===== src/rtl/apx_remap.sv =====
`timescale 1ns/1ps
module apx_remap (
  input  logic        clk,
  input  logic        rst_n,
  input  logic        cfg_we,
  input  logic [1:0]  cfg_addr,
  input  logic [31:0] cfg_wdata,
  output logic [31:0] cfg_rdata,
  input  logic        req_valid,
  input  logic        req_io,
  input  logic [39:0] req_addr,
  output logic        req_ready,
  output logic        resp_valid,
  output logic [39:0] resp_addr,
  output logic        resp_miss,
  output logic        resp_fault,
  output logic        mem_req_valid,
  output logic [39:0] mem_req_addr,
  input  logic        mem_rsp_valid,
  input  logic [31:0] mem_rsp_data,
  input  logic        mem_rsp_err
);
  localparam int PG_SH = 12;
  localparam int WIN_SH = 25;
  localparam int IDX_W = 40 - PG_SH;

  logic [6:0]       ctl;
  logic [14:0]      win_base;
  logic [27:0]      tbl_base;
  logic             inval_pend, ent_err;
  logic             busy;
  logic             slot_vld;
  logic [IDX_W-1:0] slot_tag, slot_frame;
  logic [IDX_W-1:0] held_idx;
  logic [PG_SH-1:0] held_off;

  logic [39:0]      base_pa, offs, lim_mask, ent_pa;
  logic [5:0]       win_sh;
  logic [IDX_W-1:0] idx;
  logic             side_ok, in_win, slot_hit, accept, bad_ent;

  assign base_pa  = {win_base, 25'd0};
  assign offs     = req_addr - base_pa;
  assign win_sh   = 6'(WIN_SH) + {3'd0, ctl[3:1]};
  assign lim_mask = ~((40'd1 << win_sh) - 40'd1);
  assign side_ok  = req_io ? !ctl[5] : !ctl[4];
  assign in_win   = ctl[0] && (ctl[3:1] != 3'd7) && (req_addr >= base_pa)
                    && ((offs & lim_mask) == 40'd0) && side_ok;
  assign idx      = offs[39:PG_SH];
  assign ent_pa   = {tbl_base, 12'd0} + {10'd0, idx, 2'b00};
  assign slot_hit = slot_vld && (slot_tag == idx);
  assign req_ready = !busy;
  assign accept   = req_valid && !busy;
  assign bad_ent  = mem_rsp_err || !mem_rsp_data[0];

  always_comb begin
    case (cfg_addr)
      2'd0:    cfg_rdata = {25'd0, ctl};
      2'd1:    cfg_rdata = {17'd0, win_base};
      2'd2:    cfg_rdata = {tbl_base, 4'd0};
      default: cfg_rdata = {30'd0, ent_err, inval_pend};
    endcase
  end

  always_ff @(posedge clk) begin
    if (!rst_n) begin
      ctl <= '0; win_base <= '0; tbl_base <= '0;
      inval_pend <= 1'b0; ent_err <= 1'b0; busy <= 1'b0;
      slot_vld <= 1'b0; slot_tag <= '0; slot_frame <= '0;
      held_idx <= '0; held_off <= '0;
      resp_valid <= 1'b0; resp_addr <= '0; resp_miss <= 1'b0; resp_fault <= 1'b0;
      mem_req_valid <= 1'b0; mem_req_addr <= '0;
    end else begin
      resp_valid    <= 1'b0;
      mem_req_valid <= 1'b0;
      if (inval_pend) begin
        inval_pend <= 1'b0;
        slot_vld   <= 1'b0;
      end
      if (cfg_we) begin
        case (cfg_addr)
          2'd0: ctl      <= cfg_wdata[6:0];
          2'd1: win_base <= cfg_wdata[14:0];
          2'd2: tbl_base <= cfg_wdata[31:4];
          default: begin
            if (cfg_wdata[0]) inval_pend <= 1'b1;
            if (cfg_wdata[1]) ent_err <= 1'b0;
          end
        endcase
      end
      if (!busy) begin
        if (accept) begin
          if (!in_win) begin
            resp_valid <= 1'b1; resp_addr <= req_addr;
            resp_miss <= 1'b1; resp_fault <= 1'b0;
          end else if (slot_hit) begin
            resp_valid <= 1'b1; resp_addr <= {slot_frame, req_addr[PG_SH-1:0]};
            resp_miss <= 1'b0; resp_fault <= 1'b0;
          end else if (ctl[6]) begin
            resp_valid <= 1'b1; resp_addr <= '0;
            resp_miss <= 1'b0; resp_fault <= 1'b1;
            ent_err <= 1'b1;
          end else begin
            mem_req_valid <= 1'b1;
            mem_req_addr  <= ent_pa;
            held_idx      <= idx;
            held_off      <= req_addr[PG_SH-1:0];
            busy          <= 1'b1;
          end
        end
      end else if (mem_rsp_valid) begin
        busy       <= 1'b0;
        resp_valid <= 1'b1;
        resp_miss  <= 1'b0;
        if (bad_ent) begin
          resp_addr  <= '0;
          resp_fault <= 1'b1;
          ent_err    <= 1'b1;
        end else begin
          resp_addr  <= {mem_rsp_data[11:4], mem_rsp_data[31:12], held_off};
          resp_fault <= 1'b0;
          slot_vld   <= 1'b1;
          slot_tag   <= held_idx;
          slot_frame <= {mem_rsp_data[11:4], mem_rsp_data[31:12]};
        end
      end
    end
  end
endmodule



===== config.mk =====
export PLATFORM = sky130hd
export DESIGN_NAME = apx_remap
export DESIGN_NICKNAME = d
export VERILOG_FILES = /design/src/rtl/apx_remap.sv
export SDC_FILE = /design/constraint.sdc
export NUM_CORES = 1
export LEC_CHECK = 0
export ABC_AREA = 1
export BUFFER_PORTS_ARGS = -buffer_cell sky130_fd_sc_hd__buf_2
export CORE_ASPECT_RATIO = 1.75
export CORE_MARGIN = 4
export CORE_UTILIZATION = 40
export CTS_CLUSTER_SIZE = 30
export DETAILED_ROUTE_END_ITERATION = 10
export PLACE_DENSITY_LB_ADDON = 0.08
export SLEW_MARGIN = 20
export SYNTH_ARGS = -nofsm -noshare
export SYNTH_HDL_FRONTEND = slang
export SYNTH_SLANG_ARGS = --single-unit

===== constraint.sdc =====
create_clock -name clk -period 4.7 [get_ports clk]
set_input_delay 0.47 -clock clk [delete_from_list [all_inputs] [get_ports clk]]
set_output_delay 0.47 -clock clk [all_outputs]
set_load 0.02 [all_outputs]

==> results of run 1 <==
## routing by layer
metal / wire (um) / vias to the layer above / track usage, %
li1: - / 7150 / -
met1: 18150 / 6128 / 27.54
met2: 23870 / 362 / 45.84
met3: 1987 / 85 / 2.652
met4: 2551 / 0 / 12.46
met5: 0 / - / 0
## worst min path at each step
stage | start | endpoint | cells past startpoint
after floorplan | held_idx[21] | held_idx[21] | 2
after global placement | held_idx[21] | held_idx[21] | 2
after detailed placement | held_idx[25] | held_idx[25] | 2
after CTS | cfg_wdata[0] | inval_pend | 3
after global routing | mem_rsp_data[23] | slot_frame[11] | 3
final | mem_rsp_data[22] | slot_frame[10] | 3
## sequential cells by signal, summed over array words and instances, names as in the netlist
name / flops
inval_pend: 1
resp_valid: 1
tbl_base: 28
ent_err: 1
mem_req_valid: 1
held_off: 12
resp_miss: 1
ctl: 7
win_base: 15
mem_req_addr: 28
resp_addr: 40
resp_fault: 1
held_idx: 28
slot_vld: 1
busy: 1
slot_frame: 28
slot_tag: 28
## area by class of cell
cell class                      instances  area, um2
Antenna cell                            2      5.005
Clock buffer                           38      714.4
Clock inverter                          6      61.31
Fill cell                            3569      17500
Inverter                              289       1085
Multi-Input combinational cell       1563       7298
Sequential cell                       222       4444
Tap cell                              405      506.7
Timing Repair Buffer                  244       1311
## cells by family (layout without fill, tap and decap cells)
group / after synthesis / count (layout)
xor gates and xnor gates: 35 / 35
adders and majority gates: 37 / 37
DFF: 222 / 222
AOI/OAI and AO/OA: 284 / 284
buffers and inverters: 394 / 577
and+or+nand+nor: 1203 / 1203
other: 2 / 6
## worst max-delay path: cells and delay by family, from the launching register on
kind	cells	cell delay, ns
and+or+nand+nor	12	1.66
DFF	1	0.40
AOI/OAI and AO/OA	1	0.36
adders and majority gates	3	0.97
buffers and inverters	4	0.46
xor gates and xnor gates	1	0.15
## power groups by stage
stage	logic, mW	clock network [mW]	registers [mW]
final	0.936	1.91	1.96
after global routing	1.04	2.03	1.97
after CTS	0.936	1.96	1.96
after detailed placement	0.930	0	2.01
after global placement	0.928	0	2.01
after floorplan	0.561	0	2.03
## synth_stat cells (11+ instances only)
master    instances  area share [%]
nand4_1          66             3.1
inv_1           277             7.8
xor2_1           23             1.5
buf_4            13            0.73
inv_2            11            0.31
nor3_1           13            0.49
clkbuf_1         59             1.7
o21ai_0         121             4.5
buf_2            15            0.56
dfxtp_1         222              33
ha_1             35             3.3
a21oi_1         127             4.8
nor2_1          381              11
nand3_1          96             3.6
nand2_1         611              17
==> reports/qor.yml, run 1 <==
setup_path:
  crit_path_start: "win_base[0]"
  cp_common_cell: "nand2_1"
  cp_cell_sequence: "ha_1 -> inv_1 -> fa_1 -> buf_4 -> nand3_1 -> nand3_1 -> or2_1 -> nand2_1 -> inv_1 -> ha_1 -> nand2_1 -> nor2_1 -> inv_1 -> nor3_1 -> nand4_1 -> a31oi_1 -> nand2_1 -> xor2_1 -> nand4_1 -> nand2_1 -> nor2_1"
  crit_type: "flop to flop"
  cp-start-kind: "flop"
  crit_arrival_ns: 4.53
  crit_end: "mem_req_addr[36]"
  critPathMaxStageDelay_ns: 0.42
  cp_max_fo: 5
  reg2reg_to: "mem_req_addr[36]"
  crit_slowest_cell: "fa_1"
  rrSetupSlack_ns: 0.59
  r2r_cells: 21
  cp.required_ns: 5.12
  worst_setup_path_end_kind: "flop"
  timing.rr.start: "win_base[0]"
floorplan:
  io_pins: 230
  dieArea_um2: 36430
  fp.dieH_um: 249.5
  num_rows: 88
  dieWidth_um: 146.0
  start_util_pct: 40.49
  coreArea_um2: 32920
power_and_ir_drop:
  swShare_pct: 31.15
  seqPwrFrac_pct: 40.8
  combPwrFrac_pct: 19.5
  internal_power_mw: 3.312
  power_density_nw_per_um2: 311.9
  p_sw_mw: 1.499
  p_leak_nw: 7.882
  p_clk_share_pct: 39.7
  finalPower_mw: 4.811
  ir_drop_mv: 0.2457
hold_path:
  hold_class: "input port to flop"
timing:
  worst_pin_slew_ns: 0.9567
  setup_ws_ns: 0.5927
  maxSlewViolCount: 0
  rsz0062_at_grt: "false"
  fin_hold_ws_ns: 0.1831
  setup_tns_ns: 0
  hold_viol: 0
  skew_ns: 0.02390
  timing.fmax_mhz: 243.5
  slew_headroom_pct: 36.22
  fin_crit_sh_pct: 87.39
  fin_crit_ns: 4.107
  final-setup-viol-count: 0
final_layout:
  nets: 2494
  fin_area_um2: 15430
  finish.utilization_pct: 46.86
  final_cells: 2769
  area_growth_pct: 15.71
  final_cell_mix: "nand2_1 (611), nor2_1 (379), inv_1 (276)"
  drive_gt1_share_pct: 13.42
  final_common_cell: "nand2_1"
placed_design:
  portBuffers: 224
  hpwl_um: 35250
  dpl_cell_area_um2: 14650
  placedCellCount: 2723
  post-place-ws_ns: 0.3748
  gp_congestion: 0.9180
clocking:
  ctsHoldBuffers: 0
  cts.htree.levels: 1
  cts_sinks: 222
  post_cts_buffers: 0
  clk_pin_slew_ns: 0.07
  tritoncts: "built"
  cts_root_buf: "clkbuf_16"
  ctsResizeCount: 0
  clk_path_buf_depth: 3
  cts_buffers: 24
  clk_latency_ns: 0.54
route:
  final_antenna_net_count: 0
  via_per_inst: 4.957
  vias: 13725
  drc: 0
  dr.pass1.iters: 5
  drtIter0Drc: 725
  wl_per_cell_um: 16.81
  drt_wl_total_um: 46560
synthesis:
  ys_async_sr_fraction_pct: 0
  synth-main-ff-cell: "dfxtp_1"
  yosysSeqAreaShare_pct: 33.34
  ys_warn_count: 0
  synth-seq-cells: 222
  avgSynthCellArea_um2: 6.124
  synthXorXnorAreaFrac_pct: 2.515
  synthAdderAreaFrac_pct: 3.585
  yosysUniqueCellTypes: 45
  muxShareOfSynthArea_pct: 0
  synth-simple-area-share_pct: 37.17
  syn_area_um2: 13330
  syn_inst: 2177
  synth_edf_count: 0
  synth_top_family_by_area: "simple AND/OR/NAND/NOR gates"
  synth_compound_area_share_pct: 11.23
global_routing:
  grt_overflow: 0
  grt_usage_pct: 24.65
  grt_max_degree: 204
  antenna_found_initial: 1
  grt_pass1_wl_um: 72190
  grt_pass1_vias: 13062
run_status:
  outcome: "finished clean"
flow_run:
  cap_violations: 0
No activity file was read; power rests on OpenSTA's default activity.
==> inputs of run 2 (changes only) <==
- CORE_ASPECT_RATIO: 1.75 -> 2
- CORE_MARGIN: 4 -> 2
==> run 2 against run 1 <==
  * Final cell count grew 0.72%
  * Highest routed layer unchanged
  * First-iteration DRC count shrank 12%
  * Setup slack gained 0.026 ns
  * Combinational power grew 2.1%
  * Die area shrank 4.2%
  * Clock skew shrank 0.0069 ns
  * Cell area grew 0.43%
  * Via count shrank 0.21%
  * Wire length grew 3.0%
  * Non-clock buffer count is the same
==> reports/qor.yml, run 2 (same netlist as run 1, synthesis figures left out) <==
setup_path:
  cp_cell_sequence: "ha_1 -> inv_1 -> fa_1 -> nand3_1 -> nand3_1 -> nand2_1 -> nand3_1 -> xor2_1 -> ha_1 -> a21oi_1 -> o21ai_0 -> a21oi_1 -> nand3_1 -> and2_1 -> nand2_1 -> xor2_1 -> inv_1 -> nand4_1 -> nand2_1 -> nor2_1"
  crit_slowest_cell: "xor2_1"
  path_buf_inv: 2
  cp_common_cell: "nand3_1"
  cp_max_fo: 5
  worst_setup_path_end_kind: "flop"
  crit_type: "flop to flop"
  cp-start-kind: "flop"
  critPathMaxStageDelay_ns: 0.55
  crit_arrival_ns: 4.54
  cp.required_ns: 5.16
  cp_top_family: "adder cells"
timing:
  hold_viol: 0
  final-setup-viol-count: 0
  slew_headroom_pct: 43.23
  rsz0062_at_grt: "false"
  fin_crit_sh_pct: 86.84
  setup_tns_ns: 0
  worst_pin_slew_ns: 0.8494
  fin_crit_ns: 4.081
  fin_hold_ws_ns: 0.1820
  skew_ns: 0.01700
  maxSlewViolCount: 0
  timing.fmax_mhz: 245.0
power_and_ir_drop:
  ir_drop_mv: 0.2577
  power_density_nw_per_um2: 315.5
  p_leak_nw: 7.899
  finalPower_mw: 4.888
final_layout:
  num_antenna_cells: 0
  nets: 2492
  area_growth_pct: 16.21
  final_common_cell: "nand2_1"
  final_cells: 2789
  largest_reg_flops: 40
  drive_gt1_share_pct: 13.53
  finish.utilization_pct: 47.21
  final_cell_mix: "nand2_1 (611), nor2_1 (379), inv_1 (276)"
  n_fill_cell: 3547
  regMostFlops: "resp_addr"
floorplan:
  start_util_pct: 40.63
  coreArea_um2: 32810
  io_pins: 230
  fp.dieH_um: 262.2
  dieArea_um2: 34890
  num_rows: 94
  dieWidth_um: 133.1
global_routing:
  grt_max_degree: 145
  grt_pass1_vias: 13554
  grt_pass1_wl_um: 73950
  grt_overflow: 0
  antenna_found_initial: 0
  grt_usage_pct: 27.33
clocking:
  clk_latency_ns: 0.53
  cts.htree.levels: 1
  clk_pin_slew_ns: 0.07
  ctsHoldBuffers: 0
  clk_path_buf_depth: 3
  cts_buffers: 22
  cts_root_buf: "clkbuf_16"
  ctsResizeCount: 0
  post_cts_buffers: 0
  tritoncts: "built"
  cts_sinks: 222
route:
  dr.pass1.iters: 5
  via_per_inst: 4.911
  vias: 13696
  wl_per_cell_um: 17.20
  final_antenna_net_count: 0
  drc: 0
  drt_wl_total_um: 47970
  drtIter0Drc: 641
flow_run:
  cap_violations: 0
placed_design:
  gp_congestion: 0.9326
  placedCellCount: 2750
  portBuffers: 224
  hpwl_um: 37270
run_status:
  outcome: "finished clean"
hold_path:
  hold_class: "input port to flop"
## run 2: layout make-up
| cell class | instances | area, um2 | area share, % |
|---|---|---|---|
| tap | 432 | 540.5 | 3.489 |
| clock buffer | 28 | 624.3 | 4.030 |
| timing repair buffer | 244 | 1336 | 8.625 |
| inverter | 289 | 1085 | 7.002 |
| multi-input combinational | 1563 | 7298 | 47.11 |
| clock inverter | 11 | 163.9 | 1.058 |
| sequential | 222 | 4444 | 28.69 |
## run 2: worst paths after layout
| check | cells after the start | from | to | slack (ns) |
|---|---|---|---|---|
| worst min-delay path | 3 | cfg_wdata[0] | inval_pend | 0.18 |
| worst min register to register | 2 | held_idx[23] | held_idx[23] | 0.44 |
| worst max register to register | 20 | win_base[0] | mem_req_addr[38] | 0.62 |
| worst max-delay path | 20 | win_base[0] | mem_req_addr[38] | 0.62 |
## run 2: report_power, final
group	total (mW)	internal, mW	leakage, nW	switching (mW)
combinational	0.956	0.289	5.71	0.667
clock	1.97	1.16	0.384	0.805
sequential	1.96	1.93	1.81	0.0357
total	4.89	3.38	7.90	1.51
## run 2: worst min-delay path, stage by stage
cell and delay, ns:
buf_2 0.12, nand2_1 0.05, nor3_1 0.03
## run 2: through the flow
stage               setup slack, ns  cell area, um2
floorplan                     1.309           13340
global route                 0.2759           15490
detailed placement           0.4392           14700
global placement             0.4735           14700
CTS                          0.6347           15490
finish                       0.6187           15490
## run 2: layer usage
| layer | vias to the layer above | GRT usage (%) | wire [um] |
|---|---|---|---|
| li1 | 7122 | - | - |
| met1 | 6111 | 26.25 | 16690 |
| met2 | 345 | 54.92 | 26260 |
| met3 | 118 | 2.604 | 1694 |
| met4 | 0 | 17.05 | 3330 |
| met5 | - | 0 | 0 |
==> inputs of run 3 (changes only) <==
- GPL_TIMING_DRIVEN: default -> 0
==> run 3 against run 2 <==
  * Register-to-register slack got worse by 0.30 ns
  * Clock skew fell by 0.00050 ns
  * Critical path depth unchanged
==> reports/qor.yml, run 3 (same netlist as run 1, synthesis figures left out) <==
clocking:
  cts_buffers: 23
  cts.htree.levels: 1
  tritoncts: "built"
  clk_latency_ns: 0.54
  clk_path_buf_depth: 3
  ctsHoldBuffers: 0
  clk_pin_slew_ns: 0.07
  cts_sinks: 222
  cts_root_buf: "clkbuf_16"
power_and_ir_drop:
  p_clk_share_pct: 39.3
  ir_drop_mv: 0.2769
  internal_power_mw: 3.292
  finalPower_mw: 4.841
  p_leak_nw: 8.018
  p_sw_mw: 1.549
  swShare_pct: 31.99
  seqPwrFrac_pct: 40.6
  combPwrFrac_pct: 20.1
  power_density_nw_per_um2: 307.1
timing:
  worst_pin_slew_ns: 1.203
  final-setup-viol-count: 0
  fin_crit_ns: 4.382
  hold_viol: 0
  slew_headroom_pct: 19.48
  timing.fmax_mhz: 228.2
  skew_ns: 0.01649
  maxSlewViolCount: 0
  rsz0062_at_grt: "false"
  fin_crit_sh_pct: 93.24
  fin_hold_ws_ns: 0.1782
route:
  drc: 0
  dr.pass1.iters: 5
  via_per_inst: 4.995
  vias: 14361
  drtIter0Drc: 763
  drt_wl_total_um: 54020
  wl_per_cell_um: 18.79
  final_antenna_net_count: 0
setup_path:
  worst_setup_path_end_kind: "flop"
  rrSetupSlack_ns: 0.32
  crit_arrival_ns: 4.86
  cp-start-kind: "flop"
  cp_max_fo: 5
  crit_type: "flop to flop"
  cp.required_ns: 5.18
placed_design:
  dpl_cell_area_um2: 15000
  gp_congestion: 0.9865
  portBuffers: 223
  hpwl_um: 44540
final_layout:
  nets: 2577
  n_fill_cell: 3608
  fin_area_um2: 15770
  regMostFlops: "resp_addr"
  largest_reg_flops: 40
  drive_gt1_share_pct: 13.68
  final_cell_mix: "nand2_1 (611), nor2_1 (381), inv_1 (277)"
  finish.utilization_pct: 48.04
  final_common_cell: "nand2_1"
  area_growth_pct: 18.25
global_routing:
  grt_overflow: 0
  grt_pass1_wl_um: 80350
  grt_max_degree: 15
  antenna_found_initial: 1
  grt_usage_pct: 30.47
  grt_pass1_vias: 14334
floorplan:
  fp.dieH_um: 262.2
  num_rows: 94
  coreArea_um2: 32810
  dieWidth_um: 133.1
  dieArea_um2: 34890
  start_util_pct: 40.63
  io_pins: 230
run_status:
  outcome: "finished clean"
hold_path:
  hold_class: "input port to flop"
flow_run:
  cap_violations: 0
run 3: cell types whose count changed in the layout (fill, tap and decap cells not counted), sizes merged:
cell	before	now
buf	244	269
bufinv	4	2
clkbuf	28	89
clkinv	5	8
clkinvlp	2	1
diode	0	1
inv	289	288
run 3: critical path, cell delays in order (launching register included):
cell	delay (ns)
dfxtp_1	0.43
ha_1	0.18
inv_1	0.09
fa_1	0.50
nand3_1	0.15
nand3_2	0.19
nand2_1	0.11
nand3_1	0.20
xor2_2	0.36
ha_1	0.39
a21oi_1	0.35
o21ai_0	0.16
a21oi_1	0.22
nand3_1	0.15
and2_1	0.21
nand2_1	0.08
xor2_1	0.15
inv_1	0.05
nand4_1	0.17
nand2_1	0.08
nor2_1	0.10
run 3: metal layers:
layer  track usage [%]  share of wire, %  up-vias  wire length (um)
met2             62.55                55      479             29880
met5                 0                 0        -                 0
met3             3.318               4.0      185              2177
li1                  -                 -     7304                 -
met4             23.23               8.8        0              4742
met1             26.21                32     6393             17220
run 3: cell type report:
class	instances	area, um2	area share (%)
Inverter	289	1085	6.881
Tap cell	432	540.5	3.429
Multi-Input combinational cell	1563	7300	46.30
Timing Repair Buffer	223	1116	7.079
Clock buffer	30	641.9	4.071
Clock inverter	10	106.4	0.6746
Sequential cell	222	4444	28.19
Buffer	105	529.3	3.357
Antenna cell	1	2.502	0.01587
run 3: repair_timing:
action	CTS	global route
hold endpoints to repair	0	0
resized for setup	0	3
endpoints found under the setup margin	0	4
buffers inserted	0	0
run 3: power by group through the flow:
stage	clock, mW	sequential (mW)	combinational, mW
floorplan	0	2.03	0.561
CTS	1.93	1.96	0.958
global placement	0	2.01	0.952
finish	1.90	1.96	0.971
detailed placement	0	2.01	0.954
global route	2.00	1.97	1.06
run 3: worst paths after layout:
check / depth (start not counted) / endpoint / start
min: 3 / slot_frame[26] / mem_rsp_data[10]
max reg2reg: 20 / mem_req_addr[38] / win_base[0]
min reg2reg: 2 / held_idx[23] / held_idx[23]
max: 20 / mem_req_addr[38] / win_base[0]
run 3: through the flow:
stage | cells | setup slack (ns) | setup TNS [ns]
final | 2875 | 0.3179 | 0
after global routing | 2875 | 0.1080 | 0
after CTS | 2874 | 0.2019 | 0
after detailed placement | 2834 | -0.06943 | -0.06943
after global placement | 2834 | -0.1022 | -0.1022
after floorplan | 2179 | 1.309 | 0
